===== src/rtl/cdt_pkg.sv =====
package cdt_pkg;
  // divider field is three bits wide once compressed
  localparam int DIV_W        = 3;
  localparam int LVT_PER_BIT  = 17;
  localparam int LVT_MASK_BIT = 16;

  typedef enum logic [1:0] {
    SEL_INIT = 2'd0,
    SEL_DIV  = 2'd1,
    SEL_LVT  = 2'd2,
    SEL_CUR  = 2'd3
  } regSel_e;

  typedef struct packed {
    logic restart;  // load count from write data, restart prescaler
    logic dec;      // step count down by one
    logic reload;   // repeat-mode reload from start value
  } cdtStrb_t;
endpackage


===== src/rtl/cdt_ctrl.sv =====
module cdt_ctrl
  import cdt_pkg::*;
#(
  parameter int CNT_W = 32,
  parameter int VEC_W = 8
) (
  input  logic             clk,
  input  logic             rstN,
  input  logic             wrEn,
  input  logic [1:0]       wrSel,
  input  logic [CNT_W-1:0] wrData,
  input  logic             tick,
  input  logic             cntZero,
  output cdtStrb_t         strb,
  output logic [CNT_W-1:0] initVal,
  output logic [3:0]       divReg,
  output logic [DIV_W-1:0] divShift,
  output logic [VEC_W-1:0] lvtVec,
  output logic             lvtMask,
  output logic             lvtPeriodic,
  output logic             irqValid,
  output logic [VEC_W-1:0] irqVector
);
  logic ldInit, ldDiv, ldLvt, armed, expire;

  assign ldInit = wrEn && (regSel_e'(wrSel) == SEL_INIT);
  assign ldDiv  = wrEn && (regSel_e'(wrSel) == SEL_DIV);
  assign ldLvt  = wrEn && (regSel_e'(wrSel) == SEL_LVT);

  // compressed divider code plus one, wrapping in three bits
  assign divShift = {divReg[3], divReg[1:0]} + DIV_W'(1);

  // a start-value write in the same cycle wins over an expiry
  assign expire = tick && cntZero && !ldInit &&
                  (lvtPeriodic ? (initVal != '0) : armed);

  always_comb begin
    strb.restart = ldInit;
    strb.dec     = tick && !cntZero && !ldInit;
    strb.reload  = expire && lvtPeriodic;
  end

  always_ff @(posedge clk) begin
    if (!rstN) begin
      initVal     <= '0;
      divReg      <= '0;
      lvtVec      <= '0;
      lvtMask     <= 1'b1;
      lvtPeriodic <= 1'b0;
      armed       <= 1'b0;
      irqValid    <= 1'b0;
      irqVector   <= '0;
    end else begin
      if (ldInit) initVal <= wrData;
      if (ldDiv)  divReg  <= wrData[3:0] & 4'b1011;
      if (ldLvt) begin
        lvtVec      <= wrData[VEC_W-1:0];
        lvtMask     <= wrData[LVT_MASK_BIT];
        lvtPeriodic <= wrData[LVT_PER_BIT];
      end
      if (ldInit)                      armed <= (wrData != '0);
      else if (expire && !lvtPeriodic) armed <= 1'b0;
      irqValid <= expire && !lvtMask;
      if (expire && !lvtMask) irqVector <= lvtVec;
    end
  end
endmodule


===== src/rtl/cdt_dpath.sv =====
module cdt_dpath
  import cdt_pkg::*;
#(
  parameter int CNT_W = 32
) (
  input  logic             clk,
  input  logic             rstN,
  input  cdtStrb_t         strb,
  input  logic [CNT_W-1:0] loadVal,
  input  logic [CNT_W-1:0] initVal,
  input  logic [DIV_W-1:0] divShift,
  output logic             tick,
  output logic             cntZero,
  output logic [CNT_W-1:0] curCount
);
  localparam int PRE_W = (1 << DIV_W) - 1;
  localparam logic [DIV_W-1:0] RST_SHIFT = DIV_W'(1);

  logic [PRE_W-1:0] preCnt, preLim;
  logic [PRE_W:0]   span;
  logic [DIV_W-1:0] actShift;

  assign span    = {{PRE_W{1'b0}}, 1'b1} << actShift;
  assign preLim  = span[PRE_W-1:0] - {{(PRE_W-1){1'b0}}, 1'b1};
  assign tick    = (preCnt == preLim);
  assign cntZero = (curCount == '0);

  always_ff @(posedge clk) begin
    if (!rstN) begin
      preCnt   <= '0;
      actShift <= RST_SHIFT;
    end else if (strb.restart || tick) begin
      preCnt   <= '0;
      actShift <= divShift;
    end else begin
      preCnt   <= preCnt + {{(PRE_W-1){1'b0}}, 1'b1};
    end
  end

  always_ff @(posedge clk) begin
    if (!rstN)             curCount <= '0;
    else if (strb.restart) curCount <= loadVal;
    else if (strb.reload)  curCount <= initVal;
    else if (strb.dec)     curCount <= curCount - {{(CNT_W-1){1'b0}}, 1'b1};
  end
endmodule


===== src/rtl/irq_countdown_timer.sv =====
module irq_countdown_timer
  import cdt_pkg::*;
#(
  parameter int CNT_W = 32,
  parameter int VEC_W = 8
) (
  input  logic             clk,
  input  logic             rstN,
  input  logic             wrEn,
  input  logic [1:0]       wrSel,
  input  logic [CNT_W-1:0] wrData,
  input  logic [1:0]       rdSel,
  output logic [CNT_W-1:0] rdData,
  output logic             irqValid,
  output logic [VEC_W-1:0] irqVector
);
  cdtStrb_t         strb;
  logic             tick, cntZero, lvtMask, lvtPeriodic;
  logic [CNT_W-1:0] initVal, curCount;
  logic [3:0]       divReg;
  logic [DIV_W-1:0] divShift;
  logic [VEC_W-1:0] lvtVec;

  cdt_ctrl #(.CNT_W(CNT_W), .VEC_W(VEC_W)) u_ctrl (
    .clk(clk), .rstN(rstN), .wrEn(wrEn), .wrSel(wrSel), .wrData(wrData),
    .tick(tick), .cntZero(cntZero), .strb(strb), .initVal(initVal),
    .divReg(divReg), .divShift(divShift), .lvtVec(lvtVec), .lvtMask(lvtMask),
    .lvtPeriodic(lvtPeriodic), .irqValid(irqValid), .irqVector(irqVector)
  );

  cdt_dpath #(.CNT_W(CNT_W)) u_dpath (
    .clk(clk), .rstN(rstN), .strb(strb), .loadVal(wrData), .initVal(initVal),
    .divShift(divShift), .tick(tick), .cntZero(cntZero), .curCount(curCount)
  );

  always_comb begin
    rdData = '0;
    unique case (regSel_e'(rdSel))
      SEL_INIT: rdData = initVal;
      SEL_DIV:  rdData[3:0] = divReg;
      SEL_LVT: begin
        rdData[LVT_PER_BIT]  = lvtPeriodic;
        rdData[LVT_MASK_BIT] = lvtMask;
        rdData[VEC_W-1:0]    = lvtVec;
      end
      default:  rdData = curCount;
    endcase
  end
endmodule


===== config.mk =====
export PLATFORM = sky130hd
export DESIGN_NAME = irq_countdown_timer
export DESIGN_NICKNAME = d
export VERILOG_FILES = /design/src/rtl/cdt_pkg.sv /design/src/rtl/cdt_ctrl.sv /design/src/rtl/cdt_dpath.sv /design/src/rtl/irq_countdown_timer.sv
export SDC_FILE = /design/constraint.sdc
export NUM_CORES = 1
export LEC_CHECK = 0
export ABC_AREA = 0
export BUFFER_PORTS_ARGS = -buffer_cell sky130_fd_sc_hd__buf_2
export CAP_MARGIN = 5
export CELL_PAD_IN_SITES_DETAIL_PLACEMENT = 1
export CELL_PAD_IN_SITES_GLOBAL_PLACEMENT = 1
export CORE_UTILIZATION = 46
export CTS_CLUSTER_DIAMETER = 120
export CTS_CLUSTER_SIZE = 25
export DETAILED_ROUTE_END_ITERATION = 8
export PLACE_DENSITY_LB_ADDON = 0.12
export SLEW_MARGIN = 20
export SYNTH_ARGS = -nofsm -noshare
export SYNTH_HDL_FRONTEND = slang
export SYNTH_SLANG_ARGS = --single-unit

===== constraint.sdc =====
create_clock -name clk -period 5.3 [get_ports clk]
set_input_delay 1.06 -clock clk [delete_from_list [all_inputs] [get_ports clk]]
set_output_delay 1.06 -clock clk [all_outputs]
set_load 0.1 [all_outputs]

==> impl_metrics.toml <==
[finish]
drive_gt1_share_pct = 19.42
n_antenna_cell = 0
finish.utilization_pct = 53.48
final_net_count = 733
syn_to_final_growth_pct = 13.01

[sta]
rsz0062_at_grt = "no"
slew_headroom_pct = 38.64
worst_pin_slew_ns = 0.9205
slew_violations = 0
worst_slack_ns = 1.399
hold_viol = 0
setup_viol = 0
post-route-period-util_pct = 73.61
fmax_mhz = 256.3
layout_min_cycle_time_ns = 3.901
skew_ns = 0.008407
finalSetupTns_ns = 0

[critical_path]
cp_common_cell = "or4_4"
startpoint_type = "flip-flop"
max_stage_delay_ns = 0.68
path_cells = "or4_4 > or4_1 > or4_4 > a2111o_1 > buf_4 > nand3_1 > o211ai_1 > a311oi_1"
r2r-start = "u_dpath.curCount[12]$_SDFFE_PN0P_"
cp.required_ns = 5.56
cp.arrival_ns = 4.16
r2r_slack_ns = 1.40
worstReg2RegEnd = "u_dpath.curCount[6]$_SDFFE_PN0P_"
crit_slowest_cell = "a2111o_1"
crit_fanout = 33
crit_path_end_kind = "flip-flop"
reg2regPathDepth = 8
critical_path_class = "flip-flop to flip-flop"

[synthesis]
async_reset_ff_share_pct = 0
ys_seq_elements = 97
ys.flop_type = "dfxtp_1"
yosys_warnings = 0
synth.most_common_cell = "nand2_1"
synth_nets = 688
ys_seq_area_share_pct = 35.93
synth_top_area_cell = "dfxtp_1"
yosys-top-cells-count = "nand2_1, dfxtp_1, nor2_1, clkbuf_1"
synth.area.top_cells = "dfxtp_1, nand2_1, a22o_1, mux2i_1, nor4_1"
synth-edff-count = 0
synth_top_area_share_pct = 35.93
synth.avg_cell_area_um2 = 8.378
ys_types = 61
synth_area_um2 = 5404
syn_inst = 645

[clock_network]
worstSkewPairLatency_ns = 0.36
cts_sinks = 97
clk_pin_slew_ns = 0.07
root_buffer = "clkbuf_16"
cts_buffers = 9
holdBufCountCts = 0
cts_tree = "yes"
post_cts_resized = 0
cts_setup_buffers = 0
htreeDepth = 3
cts_buffer_depth = 2

[run]
drv_cap = 0

[global_routing]
grt_pass1_vias = 5386
overflow = 0
use_met1_pct = 39.62
grt_pass1_wl_mm = 28.35
met3_usage_pct = 3.880
grt_use_total_pct = 30.87
grt_max_degree = 68
grt_use_met2_pct = 51.20
busiest_layer = "met2"
antenna_found_initial = 0

[place]
dpl.hpwl_mm = 11.98
gp_congestion = 0.8216
portBuffers = 79
dp_worst_setup_slack_ns = 1.134

[floorplan]
fp.dieW_um = 110.4
io_pins = 80
die_area_um2 = 12180
die_h_um = 110.4
core_um2 = 11420
row_count = 39
floorplan.initialDensity_pct = 47.33

[pwr]
sw_frac_of_total_pct = 46.65
combPwrFrac_pct = 51.1
sequentialPowerShare_pct = 30.0
p_int_w = 0.001945
powerDensity_nw_per_um2 = 596.9
leakage_nw = 2.495
p_sw_w = 0.001700
p_clk_share_pct = 18.9
peakVddDrop_uv = 280.0

[detailed_routing]
drt_wl_total_mm = 18.18
num_vias = 5363
viasPerCell = 6.400
firstDrtPassIters = 4
drc = 0
wl_per_cell_um = 21.70
postRouteAntennaNets = 0
drtIter0Drc = 319

[min_path]
hp-start = "u_ctrl.initVal[10]$_SDFFE_PN0P_"
hold_depth = 2
hold_path_class = "flip-flop to flip-flop"
hold_end = "u_ctrl.initVal[10]$_SDFFE_PN0P_"

[outcome]
status = "completed"
sequential cells by signal, indices dropped and copies added, names as in the netlist:
register            flops
u_ctrl.armed            1
u_ctrl.divReg           3
u_ctrl.initVal         32
u_ctrl.irqValid         1
u_ctrl.irqVector        8
u_ctrl.lvtMask          1
u_ctrl.lvtPeriodic      1
u_ctrl.lvtVec           8
u_dpath.actShift        3
u_dpath.curCount       32
u_dpath.preCnt          7
worst max path at each step:
stage	from	to	slack (ns)	cells past startpoint
2_1_floorplan	rdSel[1]	rdData[11]	1.69	4
3_3_place_gp	wrEn	u_dpath.curCount[11]$_SDFFE_PN0P_	1.23	9
3_5_place_dp	wrEn	u_dpath.curCount[15]$_SDFFE_PN0P_	1.13	9
4_1_cts	u_dpath.curCount[12]$_SDFFE_PN0P_	u_dpath.curCount[4]$_SDFFE_PN0P_	1.40	8
5_1_grt	u_dpath.curCount[12]$_SDFFE_PN0P_	u_dpath.curCount[5]$_SDFFE_PN0P_	1.24	8
6_report	u_dpath.curCount[12]$_SDFFE_PN0P_	u_dpath.curCount[6]$_SDFFE_PN0P_	1.40	8
power by group through the flow:
stage / sequential (W) / clock (W) / combinational [W]
2_1_floorplan: 0.00100 / 0 / 0.00150
3_3_place_gp: 0.00109 / 0 / 0.00175
3_5_place_dp: 0.00110 / 0 / 0.00182
4_1_cts: 0.00109 / 0.000693 / 0.00185
5_1_grt: 0.00112 / 0.000720 / 0.00202
6_report: 0.00109 / 0.000689 / 0.00186
logic make-up after synthesis:
group	synth area share (%)
AOI/OAI and AO/OA	22.74
xor gates and xnor gates	4.214
adders and majority gates	0.9262
buffers and inverters	5.256
DFF	35.93
muxes	7.340
and+or+nand+nor	23.59
per-layer routing:
| metal | vias to the layer above | part of all wire, % |
|---|---|---|
| li1 | 2503 | - |
| met1 | 2672 | 45 |
| met2 | 144 | 48 |
| met3 | 44 | 3.7 |
| met4 | 0 | 3.0 |
| met5 | - | 0 |
layout make-up:
class,count,area [um^2]
clock inverter,6,66.31
tap,143,178.9
fill,1430,5311
clock buffer,10,239.0
sequential,97,1942
inverter,4,15.01
timing repair buffer,89,470.5
multi-input combinational,489,3196
worst max-delay path, delay by kind of cell, from the launching register on:
family | cells | cell delay, ns
DFF | 1 | 0.39
AOI/OAI and AO/OA | 3 | 1.11
and+or+nand+nor | 4 | 1.92
buffers and inverters | 1 | 0.36
stage by stage:
step                      hold slack, ns  cells  total power (W)  area (um^2)
after CTS                         0.4937    838         0.003634         6107
after floorplan                   0.4442    645         0.002505         5404
final                             0.4955    838         0.003645         6107
after global placement            0.4623    822         0.002836         5796
after detailed placement          0.4848    822         0.002924         5802
after global routing              0.5066    838         0.003860         6107
placed cells by master, fill, tap and decap left out, drive strengths merged, types with 5 or more instances in the layout:
cell / synthesis / layout
nand2: 98 / 98
dfxtp: 97 / 97
buf: 14 / 89
nor2: 48 / 48
a21oi: 35 / 35
nor3: 35 / 35
nor4: 32 / 32
a22o: 29 / 29
mux2i: 25 / 25
a311oi: 24 / 24
o211ai: 23 / 23
xnor2: 21 / 21
o21ai: 13 / 13
nand3: 11 / 11
clkbuf: 41 / 10
mux2: 7 / 7
a211oi: 6 / 6
nand4: 6 / 6
xor2: 5 / 5
o31ai: 5 / 5
inv: 4 / 5
or4: 5 / 5
(Power assumes the default switching activity.)
